`config.mk`:
```
export PLATFORM = sky130hd
export DESIGN_NAME = req_pulse_tx
export DESIGN_NICKNAME = d
export VERILOG_FILES = /design/src/rtl/req_tx_pkg.sv /design/src/rtl/req_tx_timer.sv /design/src/rtl/req_tx_shifter.sv /design/src/rtl/req_tx_encoder.sv /design/src/rtl/req_pulse_tx.sv
export SDC_FILE = /design/constraint.sdc
export NUM_CORES = 1
export LEC_CHECK = 0
export BUFFER_PORTS_ARGS = -buffer_cell sky130_fd_sc_hd__buf_2
export CORE_UTILIZATION = 40
export CTS_CLUSTER_DIAMETER = 150
export DETAILED_ROUTE_END_ITERATION = 7
export PLACE_DENSITY_LB_ADDON = 0.15
export SLEW_MARGIN = 10
export SYNTH_ARGS = -nofsm -noshare
export SYNTH_HDL_FRONTEND = slang
export SYNTH_HIERARCHICAL = 1
export SYNTH_SLANG_ARGS = --single-unit
export TNS_END_PERCENT = 1
```
`constraint.sdc`:
```
create_clock -name clk -period 3 [get_ports clk]
set_input_delay 0.6 -clock clk [delete_from_list [all_inputs] [get_ports clk]]
set_output_delay 0.6 -clock clk [all_outputs]
set_load 0.02 [all_outputs]
```
`src/rtl/req_tx_pkg.sv`:
```
`timescale 1ns/1ps
// Package req_tx_pkg
// Shared types for the pulse-width request transmitter.
// Assumes nothing beyond a single clock domain.
package req_tx_pkg;

    // Pad control pair handed from the cell encoder to the top level.
    typedef struct packed {
        logic oe_n;   // active-low buffer enable
        logic drv;    // value presented to the buffer
    } pad_drive_t;

    // Total driven cycles in one frame.
    function automatic int unsigned frame_cycles(int unsigned cells,
                                                 int unsigned subs,
                                                 int unsigned cyc);
        return cells * subs * cyc;
    endfunction

endpackage

```
`src/rtl/req_tx_timer.sv`:
```
`timescale 1ns/1ps
// Module req_tx_timer
// Divides the clock into sub-intervals and sub-intervals into cells.
// It reports the current sub-interval index and a strobe on the last
// cycle of each cell. Assumes clear and run are never both needed at once;
// clear has priority.
module req_tx_timer #(
    parameter int SUB_CYCLES   = 4,
    parameter int SUBS_PER_BIT = 4,
    localparam int CW = (SUB_CYCLES   > 1) ? $clog2(SUB_CYCLES)   : 1,
    localparam int PW = (SUBS_PER_BIT > 1) ? $clog2(SUBS_PER_BIT) : 1
) (
    input  logic          clk,
    input  logic          rst_n,
    input  logic          clear,
    input  logic          run,
    output logic [PW-1:0] phase,
    output logic          cell_end
);

    localparam logic [CW-1:0] SUB_LAST = CW'(SUB_CYCLES - 1);
    localparam logic [PW-1:0] PH_LAST  = PW'(SUBS_PER_BIT - 1);

    logic [CW-1:0] sub_cnt;
    logic          sub_end;

    assign sub_end  = (sub_cnt == SUB_LAST);
    assign cell_end = run && sub_end && (phase == PH_LAST);

    // Advance the cycle and sub-interval counters while a frame runs.
    always_ff @(posedge clk) begin
        if (!rst_n || clear) begin
            sub_cnt <= '0;
            phase   <= '0;
        end else if (run) begin
            if (sub_end) begin
                sub_cnt <= '0;
                phase   <= (phase == PH_LAST) ? '0 : phase + 1'b1;
            end else begin
                sub_cnt <= sub_cnt + 1'b1;
            end
        end
    end

endmodule

```
`src/rtl/req_tx_shifter.sv`:
```
`timescale 1ns/1ps
// Module req_tx_shifter
// Holds the frame (command byte followed by a stop bit of 1) and presents
// the bit of the current cell, most significant first. It flags the last
// (stop) cell. Assumes advance pulses once per cell.
module req_tx_shifter #(
    parameter int                   DATA_BITS = 8,
    parameter logic [DATA_BITS-1:0] CMD       = 8'h01,
    localparam int FW = DATA_BITS + 1,
    localparam int IW = $clog2(FW + 1)
) (
    input  logic clk,
    input  logic rst_n,
    input  logic load,
    input  logic advance,
    output logic cur_bit,
    output logic last_cell
);

    logic [FW-1:0] frame;
    logic [IW-1:0] cell_idx;

    assign cur_bit   = frame[FW-1];
    assign last_cell = (cell_idx == IW'(DATA_BITS));

    // Load the frame on start and shift one bit out per completed cell.
    always_ff @(posedge clk) begin
        if (!rst_n) begin
            frame    <= '1;
            cell_idx <= '0;
        end else if (load) begin
            frame    <= {CMD, 1'b1};
            cell_idx <= '0;
        end else if (advance) begin
            frame    <= {frame[FW-2:0], 1'b1};
            cell_idx <= cell_idx + 1'b1;
        end
    end

endmodule

```
`src/rtl/req_tx_encoder.sv`:
```
`timescale 1ns/1ps
// Module req_tx_encoder
// Maps the bit value and the sub-interval index to the pad drive. The line
// is low for the leading ONE_LOW or ZERO_LOW sub-intervals and high for the
// rest. It is released whenever no frame is active. Purely combinational.
module req_tx_encoder
    import req_tx_pkg::*;
#(
    parameter int SUBS_PER_BIT = 4,
    parameter int ONE_LOW      = 1,
    parameter int ZERO_LOW     = 3,
    localparam int PW = (SUBS_PER_BIT > 1) ? $clog2(SUBS_PER_BIT) : 1
) (
    input  logic          active,
    input  logic [PW-1:0] phase,
    input  logic          bit_val,
    output pad_drive_t    drive
);

    logic [31:0] low_len;

    // Choose the low length for the bit and compare with the phase.
    always_comb begin
        low_len    = bit_val ? 32'(ONE_LOW) : 32'(ZERO_LOW);
        drive.oe_n = !active;
        drive.drv  = !active || (32'(phase) >= low_len);
    end

endmodule

```
`src/rtl/req_pulse_tx.sv`:
```
`timescale 1ns/1ps
// Module req_pulse_tx
// Top level of the request transmitter. A start strobe while idle sends the
// command frame as back-to-back pulse-width cells. It then releases the
// line and pulses done. Strobes during a frame are dropped.
// Assumes start is synchronous to clk; the pad buffer is external.
module req_pulse_tx
    import req_tx_pkg::*;
#(
    parameter int                   SUB_CYCLES    = 4,
    parameter int                   SUBS_PER_BIT  = 4,
    parameter int                   DATA_BITS     = 8,
    parameter logic [DATA_BITS-1:0] CMD_BYTE      = 8'h01,
    parameter int                   ONE_LOW_SUBS  = 1,
    parameter int                   ZERO_LOW_SUBS = 3
) (
    input  logic clk,
    input  logic rst_n,
    input  logic start,
    output logic line_drv,
    output logic line_oe_n,
    output logic done
);

    localparam int PW = (SUBS_PER_BIT > 1) ? $clog2(SUBS_PER_BIT) : 1;

    logic          active;
    logic          load;
    logic          cell_end;
    logic          cur_bit;
    logic          last_cell;
    logic          frame_end;
    logic [PW-1:0] phase;
    pad_drive_t    drive;

    assign load      = start && !active;
    assign frame_end = cell_end && last_cell;

    // Track the frame in progress and raise done as the line is released.
    always_ff @(posedge clk) begin
        if (!rst_n) begin
            active <= 1'b0;
            done   <= 1'b0;
        end else begin
            done <= active && frame_end;
            if (load) begin
                active <= 1'b1;
            end else if (frame_end) begin
                active <= 1'b0;
            end
        end
    end

    req_tx_timer #(
        .SUB_CYCLES   (SUB_CYCLES),
        .SUBS_PER_BIT (SUBS_PER_BIT)
    ) u_timer (
        .clk      (clk),
        .rst_n    (rst_n),
        .clear    (load),
        .run      (active),
        .phase    (phase),
        .cell_end (cell_end)
    );

    req_tx_shifter #(
        .DATA_BITS (DATA_BITS),
        .CMD       (CMD_BYTE)
    ) u_shifter (
        .clk       (clk),
        .rst_n     (rst_n),
        .load      (load),
        .advance   (cell_end),
        .cur_bit   (cur_bit),
        .last_cell (last_cell)
    );

    req_tx_encoder #(
        .SUBS_PER_BIT (SUBS_PER_BIT),
        .ONE_LOW      (ONE_LOW_SUBS),
        .ZERO_LOW     (ZERO_LOW_SUBS)
    ) u_encoder (
        .active  (active),
        .phase   (phase),
        .bit_val (cur_bit),
        .drive   (drive)
    );

    assign line_drv  = drive.drv;
    assign line_oe_n = drive.oe_n;

endmodule

```
==> flow_summary.yaml <==
status:
  status: "completed"
finish:
  instances_no_fill: 104
  area.sequential_sq_um: 340
  fin_util_pct: 47.5
  final_common_cell: "dfxtp_1"
  multi_input_area_sq_um: 394
  area_delta_synth_final_pct: 9.05
  diodes: 0
  drive_above_1_share_pct: 17.7
  finalNetCount: 88
  nFillCells: 167
  layout_common_cells: "dfxtp_1 (17), mux2i_1 (9), o21ai_0 (7), buf_2 (5), ha_1 (5)"
logic_synthesis:
  yosysUniqueCellTypes: 26
  synth_largest_area_cell: "dfxtp_1"
  synth_area_sq_um: 761
  syn_area_per_cell_sq_um: 10.6
  synth_seq_cells: 17
  ys_top_cells_by_area: "dfxtp_1 (45%), mux2i_1 (12%), ha_1 (8.2%)"
  synth_fp_nets: 80
  yosysSeqAreaShare_pct: 44.7
  yosys_warnings: 6
  syn-instance-count: 72
  synth_top_area_share_pct: 44.7
setup_path:
  crit_type: "register to output pin"
  r2r_end: "u_shifter/frame[6]"
  crit_chain: "ha_1 -> a211o_1 -> buf_2"
  startpoint_type: "register"
  cp.arrival_ps: 1340
  r2r-start: "u_timer/sub_cnt[0]"
  rrSetupSlack_ps: 1290
  cp_max_fo: 3
  max_stage_delay_ps: 330
  r2r_cells: 4
  cp-endpoint: "line_drv"
  cp.required_ps: 2400
  endpoint_kind: "output pin"
  cpMaxStageDelayCell: "dfxtp_1"
  worstSetupStartpoint: "u_timer/phase[1]"
sta:
  rsz0062_at_grt: "no"
  setup_tns_ps: 0
  maxSlewHeadroom_pct: 57.7
  finalHoldWorstSlack_ps: 511
  fin_ws_ps: 1060
  period_needed_ps: 1940
  max_freq_mhz: 517
  post-route-period-util_pct: 64.5
  fin_skew_ps: 9.47
  final_hold_viol_count: 0
  worst_pin_slew_ps: 634
  final-setup-viol-count: 0
  drv_slew: 0
route:
  firstDrtPassIters: 4
  via_count: 510
  wl_per_cell_um: 11.1
  wirelength_mm: 1.15
  drt_first_iter_violations: 3
  drcViolationCount: 0
  ant_nets: 0
  vias_per_cell: 4.90
clock_network:
  clockBufferDepth: 2
  cts_tree: "built"
  postCtsSetupBuffers: 0
  htree_levels: 1
  cts_hold_buf: 0
  cts_buffers: 3
  cts.clk_slew.worst_paths_ps: 100
  cts_root_buffer: "clkbuf_4"
  cts_resized: 0
  clkSinkCount: 17
  clock_latency_ps: 300
run:
  drv_cap: 0
die:
  die_w_um: 45.6
  start_util_pct: 43.6
  core_sq_um: 1750
  die_height_um: 45.6
  die-area_sq_um: 2080
  placementRows: 15
  io_pins: 6
grt:
  grt.overflow.total: 0
  first_global_vias: 441
  grt_max_degree: 15
  antenna_found_initial: 0
  track_usage_pct: 13.9
  grt_pass1_wl_mm: 1.94
pwr:
  power_leakage_uw: 0.000334
  p_comb_share_pct: 7.2
  ir_drop_v: 0.000327
  internal_power_uw: 297
  switchingPower_uw: 94.4
  seqPwrFrac_pct: 61.8
  power_density_nw_per_um2: 472
  switching_share_pct: 24.1
  clock_power_share_pct: 31.0
placement:
  place.gp.congestion: 0.636
  hpwl_um: 750
  dp_slack_ps: 1340
  dp.cells: 100
  io_buffers: 5
hold_path:
  min_path_type: "register to register"
==> critical path, delay by kind of cell (launching register included) <==
kind / cells / cell delay (ps)
buffers and inverters: 1 / 150
flip-flops: 1 / 330
adder cells (fa/ha/maj): 1 / 280
AO/OA/AOI/OAI: 1 / 280
==> metrics by stage <==
stage / cell area [sq um] / power (uW)
6_report: 830 / 392
5_1_grt: 830 / 411
4_1_cts: 830 / 399
3_5_place_dp: 802 / 275
3_3_place_gp: 802 / 276
2_1_floorplan: 761 / 267
==> power by group through the flow <==
stage / Combinational, uW / Sequential (uW) / Clock [uW]
global placement: 28.2 / 247 / 0
global route: 32.2 / 244 / 135
floorplan: 22.7 / 245 / 0
CTS: 28.3 / 242 / 128
detailed placement: 27.8 / 248 / 0
finish: 28.2 / 242 / 122
==> cell usage after synthesis <==
library cell / n
a211o_1: 1
ha_1: 5
dfxtp_1: 17
xnor2_1: 1
and2b_2: 1
a21bo_2: 2
nand4bb_1: 1
and4_2: 1
a21oi_1: 3
inv_1: 3
mux2i_1: 9
nand3_1: 1
a21bo_1: 1
nand3b_1: 2
or2b_1: 1
nand4_1: 1
and3b_1: 1
o21ai_0: 7
o21ai_1: 1
nor2_1: 4
and3_1: 1
a21oi_2: 1
a31oi_1: 1
nand2b_1: 2
or3b_1: 2
buf_4: 2
==> cell families (layout without fill, tap and decap cells) <==
kind of cell	after synthesis	count (layout)	share of synthesized area, %
AOI/OAI and AO/OA	17	17	14.3
xor gates and xnor gates	1	1	1.15
adders and majority gates	5	5	8.22
muxes	9	9	11.8
and+or+nand+nor	18	18	16.3
buffers and inverters	5	12	3.45
DFF	17	17	44.7
==> registers in the layout, indices dropped and copies added, names as in the netlist <==
register,cells
active,1
done,1
u_shifter/cell_idx,4
u_shifter/frame,7
u_timer/phase,2
u_timer/sub_cnt,2
==> area by class of cell <==
type / instances / share of cell area (%)
multi-input combinational: 50 / 47.5
sequential: 17 / 41.0
tap: 25 / 3.77
timing repair buffer: 5 / 3.02
clock buffer: 3 / 2.71
inverter: 3 / 1.36
clock inverter: 1 / 0.603
==> worst min-delay path by stage <==
stage	start	end	slack (ps)	depth (start not counted)
finish	u_shifter/cell_idx[3]	u_shifter/cell_idx[3]	510	2
global route	u_shifter/cell_idx[3]	u_shifter/cell_idx[3]	540	2
CTS	u_shifter/frame[2]	u_shifter/frame[2]	510	2
detailed placement	u_shifter/frame[2]	u_shifter/frame[2]	490	2
global placement	u_timer/sub_cnt[1]	u_timer/sub_cnt[1]	480	2
floorplan	u_timer/sub_cnt[1]	u_timer/sub_cnt[1]	460	2
==> per-layer routing <==
layer | vias to the layer above | part of all wire [%] | GRT usage (%)
met1 | 228 | 53 | 17.0
met3 | 5 | 5.0 | 7.54
met5 | - | 0 | 0
met2 | 6 | 39 | 18.6
li1 | 271 | - | -
met4 | 0 | 2.5 | 9.09
(Power assumes the default switching activity.)
